**config.mk**
```make
export PLATFORM = sky130hd
export DESIGN_NAME = irq_dest_matcher
export DESIGN_NICKNAME = d
export VERILOG_FILES = /design/src/rtl/ldm_pkg.sv /design/src/rtl/ldm_cfg_regs.sv /design/src/rtl/ldm_phys_cmp.sv /design/src/rtl/ldm_logic_cmp.sv /design/src/rtl/irq_dest_matcher.sv
export SDC_FILE = /design/constraint.sdc
export NUM_CORES = 1
export LEC_CHECK = 0
export BUFFER_PORTS_ARGS = -buffer_cell sky130_fd_sc_hd__buf_2
export CELL_PAD_IN_SITES_DETAIL_PLACEMENT = 1
export CELL_PAD_IN_SITES_GLOBAL_PLACEMENT = 1
export CORE_MARGIN = 4
export CORE_UTILIZATION = 32
export DETAILED_ROUTE_END_ITERATION = 8
export PLACE_DENSITY_LB_ADDON = 0.1
export SYNTH_ARGS = -nofsm -noshare
export SYNTH_HDL_FRONTEND = slang
export SYNTH_HIERARCHICAL = 1
export SYNTH_SLANG_ARGS = --single-unit
```
**constraint.sdc**
```tcl
create_clock -name clk -period 1.75 [get_ports clk]
set_input_delay 0.0875 -clock clk [delete_from_list [all_inputs] [get_ports clk]]
set_output_delay 0.0875 -clock clk [all_outputs]
set_load 0.005 [all_outputs]
```
**src/rtl/ldm_pkg.sv**
```systemverilog
package ldm_pkg;

    typedef enum logic {
        FMT_FLAT    = 1'b0,
        FMT_CLUSTER = 1'b1
    } dst_fmt_e;

    typedef enum logic [1:0] {
        SEL_PHYS_ID = 2'd0,
        SEL_LOG_ID  = 2'd1,
        SEL_FORMAT  = 2'd2,
        SEL_NONE    = 2'd3
    } cfg_sel_e;

    typedef struct packed {
        logic phys_hit;
        logic log_hit;
    } hit_vec_t;

    function automatic logic pick_hit(input hit_vec_t h, input logic logical);
        return logical ? h.log_hit : h.phys_hit;
    endfunction

endpackage

```
**src/rtl/ldm_cfg_regs.sv**
```systemverilog
module ldm_cfg_regs
    import ldm_pkg::*;
#(
    parameter int          ID_W        = 8,
    parameter logic [ID_W-1:0] PHYS_ID_RST = '0
) (
    input  logic            clk,
    input  logic            rst,
    input  logic            wr_en,
    input  logic [1:0]      wr_sel,
    input  logic [ID_W-1:0] wr_data,
    output logic [ID_W-1:0] phys_id,
    output logic [ID_W-1:0] log_id,
    output dst_fmt_e        fmt
);

    always_ff @(posedge clk) begin
        if (rst) begin
            phys_id <= PHYS_ID_RST;
            log_id  <= '0;
            fmt     <= FMT_FLAT;
        end else if (wr_en) begin
            case (cfg_sel_e'(wr_sel))
                SEL_PHYS_ID: phys_id <= wr_data;
                SEL_LOG_ID:  log_id  <= wr_data;
                SEL_FORMAT:  fmt     <= dst_fmt_e'(wr_data[0]);
                default:     ;
            endcase
        end
    end

endmodule

```
**src/rtl/ldm_phys_cmp.sv**
```systemverilog
module ldm_phys_cmp #(
    parameter int ID_W = 8
) (
    input  logic [ID_W-1:0] dest,
    input  logic [ID_W-1:0] phys_id,
    output logic            hit
);

    logic exact;
    logic bcast;

    assign exact = (dest == phys_id);
    assign bcast = &dest;
    assign hit   = exact | bcast;

endmodule

```
**src/rtl/ldm_logic_cmp.sv**
```systemverilog
module ldm_logic_cmp
    import ldm_pkg::*;
#(
    parameter int ID_W            = 8,
    parameter bit SUPPORT_CLUSTER = 1'b1
) (
    input  logic [ID_W-1:0] dest,
    input  logic [ID_W-1:0] log_id,
    input  dst_fmt_e        fmt,
    output logic            hit
);

    localparam int HALF_W = ID_W / 2;

    logic [ID_W-1:0] overlap;
    logic            flat_hit;
    logic            clus_hit;
    logic            id_live;
    logic            bcast;

    for (genvar gi = 0; gi < ID_W; gi++) begin : g_bit
        assign overlap[gi] = dest[gi] & log_id[gi];
    end

    assign flat_hit = |overlap;
    assign id_live  = |log_id;
    assign bcast    = &dest;

    if (SUPPORT_CLUSTER) begin : g_cluster
        logic same_cluster;
        logic member_hit;
        assign same_cluster = (dest[ID_W-1:HALF_W] == log_id[ID_W-1:HALF_W]);
        assign member_hit   = |overlap[HALF_W-1:0];
        assign clus_hit     = same_cluster & member_hit;
    end else begin : g_flat_only
        assign clus_hit = flat_hit;
    end

    always_comb begin
        if (!id_live)
            hit = 1'b0;
        else if (bcast)
            hit = 1'b1;
        else if (fmt == FMT_CLUSTER)
            hit = clus_hit;
        else
            hit = flat_hit;
    end

endmodule

```
**src/rtl/irq_dest_matcher.sv**
```systemverilog
module irq_dest_matcher
    import ldm_pkg::*;
#(
    parameter int              ID_W            = 8,
    parameter logic [ID_W-1:0] PHYS_ID_RST     = '0,
    parameter bit              SUPPORT_CLUSTER = 1'b1
) (
    input  logic            clk,
    input  logic            rst,
    input  logic            msg_valid,
    input  logic [ID_W-1:0] msg_dest,
    input  logic            msg_logical,
    input  logic            cfg_wr_en,
    input  logic [1:0]      cfg_wr_sel,
    input  logic [ID_W-1:0] cfg_wr_data,
    output logic            accept
);

    logic [ID_W-1:0] phys_id_w;
    logic [ID_W-1:0] log_id_w;
    dst_fmt_e        fmt_w;
    logic            fmt_cluster_w;
    hit_vec_t        hits;

    ldm_cfg_regs #(.ID_W(ID_W), .PHYS_ID_RST(PHYS_ID_RST)) regs_i (
        .clk     (clk),
        .rst     (rst),
        .wr_en   (cfg_wr_en),
        .wr_sel  (cfg_wr_sel),
        .wr_data (cfg_wr_data),
        .phys_id (phys_id_w),
        .log_id  (log_id_w),
        .fmt     (fmt_w)
    );

    ldm_phys_cmp #(.ID_W(ID_W)) phys_i (
        .dest    (msg_dest),
        .phys_id (phys_id_w),
        .hit     (hits.phys_hit)
    );

    ldm_logic_cmp #(.ID_W(ID_W), .SUPPORT_CLUSTER(SUPPORT_CLUSTER)) logic_i (
        .dest   (msg_dest),
        .log_id (log_id_w),
        .fmt    (fmt_w),
        .hit    (hits.log_hit)
    );

    assign fmt_cluster_w = (fmt_w == FMT_CLUSTER);

    always_ff @(posedge clk) begin
        if (rst)
            accept <= 1'b0;
        else
            accept <= msg_valid & pick_hit(hits, msg_logical);
    end

endmodule

```
==> results.ini <==
[worst_setup_path]
rr_worst_depth = 6
cp_slowest_cell = or4_4
cp-endpoint = accept
critPathRequiredTime_ns = 1.99
worstSetupStartpointType = flop
slowest_delay_ns = 0.50
ff2ff_setup_slack_ns = 0.08
r2r_start = regs_i/log_id[4]
end_kind = flop
startpoint = regs_i/log_id[4]
r2r-end = accept
cp_cell_sequence = ha_4 > or4_4 > a22oi_2 > a2bb2oi_2 > mux2i_1 > nor3b_2
crit_arrival_ns = 1.91
worstPathMaxFanout = 2
crit_type = reg -> reg

[global_routing]
grt_max_degree = 27
grt_busiest_layer = met2
antenna_found_initial = 0
grt_pass1_wl_um = 4222
grt_usage_pct = 13.63
use_met2_pct = 23.07
grt_pass1_vias = 879
use_met1_pct = 16.38
use_met3_pct = 4.506
grt-ovfl-total = 0

[place]
dpl.hpwl_um = 1894
io_buffers = 23
preCtsSetupSlack_ns = 0.01499
gp_congestion = 0.7204

[pwr]
p_per_area_mw_per_mm2 = 656.7
net-switching-power_uw = 215.3
p_seq_share_pct = 51.6
ir_worst_vdd_mv = 0.3917
pwr-share-comb_pct = 17.1
intPower_uw = 628.5
switching_share_pct = 25.52
p_leak_uw = 0.0005225
pwr-share-clk_pct = 31.3

[min_path]
hp-class = in -> reg
min_from = msg_valid
min_path_cells = 2

[logic_synthesis]
yosys.cell_types.count = 19
synth_area_mm2 = 0.001018
yosys.area.top_type = dfxtp_1
synth_xor_area_share_pct = 6.880
synthMuxAreaShare_pct = 17.69
synth_top_family_by_area = simple AND/OR/NAND/NOR gates
ys_ff_latch = 18
yosys-top-cells-area = dfxtp_1 35%, mux2i_1 18%, nand2b_1 15%
synth_top_cell_area_share_pct = 35.38
synth_fa_ha_area_share_pct = 4.914
synth_cells = 99
synth_seq_area_share_pct = 35.38
avgSynthCellArea_um2 = 10.29
synth_simple_gate_area_share_pct = 27.40
synth_nets = 126
synth_compound_area_share_pct = 5.405
yosysWarnings = 6

[clock_tree]
clk_path_buf_depth = 2
root_buffer = clkbuf_4
cts_max_level = 1
clock-sinks = 18
clk_pin_slew_ns = 0.11
postCtsHoldBufs = 0
worstSkewPairLatency_ns = 0.30
cts_tree = yes
numCtsBuffers = 3

[sta]
fin_worst_skew_ns = 0.002247
fmaxAchievable_ghz = 0.6003
rsz0062_at_grt = false
fin_setup_tns_ns = 0
period_minus_slack_ns = 1.666
hold_viol_final = 0
setup_ws_ns = 0.08414
finalCritPeriodShare_pct = 95.19
worstMarginPinSlew_ns = 0.4347
slew_viol_final = 0
setup_viol = 0
slew-limit-headroom_pct = 71.02
hold-worst-slack_ns = 0.02660

[final_layout]
nets = 155
syn_to_final_growth_pct = 26.17
antenna_cells = 0
drive_gt1_share_pct = 35.43

[detailed_routing]
drtAntennaViolNets = 0
first_pass_iters = 4
drtIter0Drc = 17
wire_per_inst_um = 14.81
num_vias = 832
avgViaCountPerCell = 4.865
drc = 0
drt_wl_total_um = 2533

[outcome]
status = finished clean

[die]
die-area_mm2 = 0.004149
ios = 24
coreArea_mm2 = 0.003053
initial_core_util_pct = 33.36
fp-row-count = 20
die_x_um = 64.42
dieHeight_um = 64.42

[job]
cap_violations = 0

## cells in the final DEF, fill, tap and decap left out, types with 2 or more instances in the layout
cell type / instances
a22oi_1: 2
buf_2: 23
buf_4: 5
clkbuf_4: 3
dfxtp_1: 14
dfxtp_2: 4
ha_4: 3
mux2i_1: 18
nand2b_1: 25
nand3b_1: 2
nand4_1: 6
nor3b_2: 2
nor4_1: 3
o22ai_1: 2
xnor2_1: 8
## area by class of cell
class / count / area (µm²)
fill: 380 / 1768
clock buffer: 4 / 36.28
multi-input combinational: 77 / 675.6
tap: 44 / 55.05
timing repair buffer: 28 / 152.6
sequential: 18 / 365.4
## worst min-delay path by stage
stage          endpoint
3_5_place_dp     accept
2_1_floorplan    accept
3_3_place_gp     accept
4_1_cts          accept
5_1_grt          accept
6_report         accept
## metrics by stage
step	std cells	util, %	total power (µW)	cell area, µm²
2_1_floorplan	99	-	520.8	1018
3_3_place_gp	165	38.89	577.1	1187
3_5_place_dp	165	38.89	580.4	1187
4_1_cts	171	42.09	860.2	1285
5_1_grt	171	42.09	894.6	1285
6_report	171	42.09	843.9	1285
## logic make-up after synthesis
kind of cell / count (synthesis)
and+or+nand+nor: 41
muxes: 18
DFF: 18
xor gates and xnor gates: 8
AOI/OAI and AO/OA: 6
buffers and inverters: 4
adders and majority gates: 4
## registers in the layout (all words and copies together), names as in the netlist
| signal | count |
|---|---|
| accept | 1 |
| regs_i/fmt | 1 |
| regs_i/log_id | 8 |
| regs_i/phys_id | 8 |
## what timing repair did
action                                  CTS  global route
pin swaps                                 4             3
endpoints found under the setup margin    1             1
gates resized for setup                   8             0
gates cloned                              0             0
buffers inserted                          2             0
## synthesized netlist by cell type
| master | instances |
|---|---|
| a22oi_1 | 2 |
| a22oi_2 | 1 |
| a2bb2oi_2 | 1 |
| and3b_2 | 1 |
| buf_2 | 1 |
| buf_6 | 1 |
| clkbuf_1 | 2 |
| dfxtp_1 | 18 |
| ha_1 | 4 |
| mux2i_1 | 18 |
| nand2b_1 | 25 |
| nand3b_1 | 2 |
| nand4_1 | 6 |
| nor3b_2 | 2 |
| nor4_1 | 3 |
| o22ai_1 | 2 |
| or3b_1 | 1 |
| or4_1 | 1 |
| xnor2_1 | 8 |
## power groups by stage
stage	sequential [µW]	combinational [µW]	clock (µW)
2_1_floorplan	441	79.9	0
3_3_place_gp	443	134	0
3_5_place_dp	444	136	0
4_1_cts	436	146	279
5_1_grt	438	160	296
6_report	436	144	264
## layer usage
layer | part of all wire (%) | routed length, µm
met5 | 0 | 0
met1 | 45 | 1139
met3 | 4.3 | 109
met2 | 50 | 1254
met4 | 1.1 | 29
## worst max-delay path, delay by kind of cell (launching register included)
kind,cells,cell delay (ns)
mux,1,0.09
flops,1,0.35
fa+ha+maj,1,0.23
compound gates,2,0.29
simple gates,2,0.65
No activity file was read; power rests on OpenSTA's default activity.
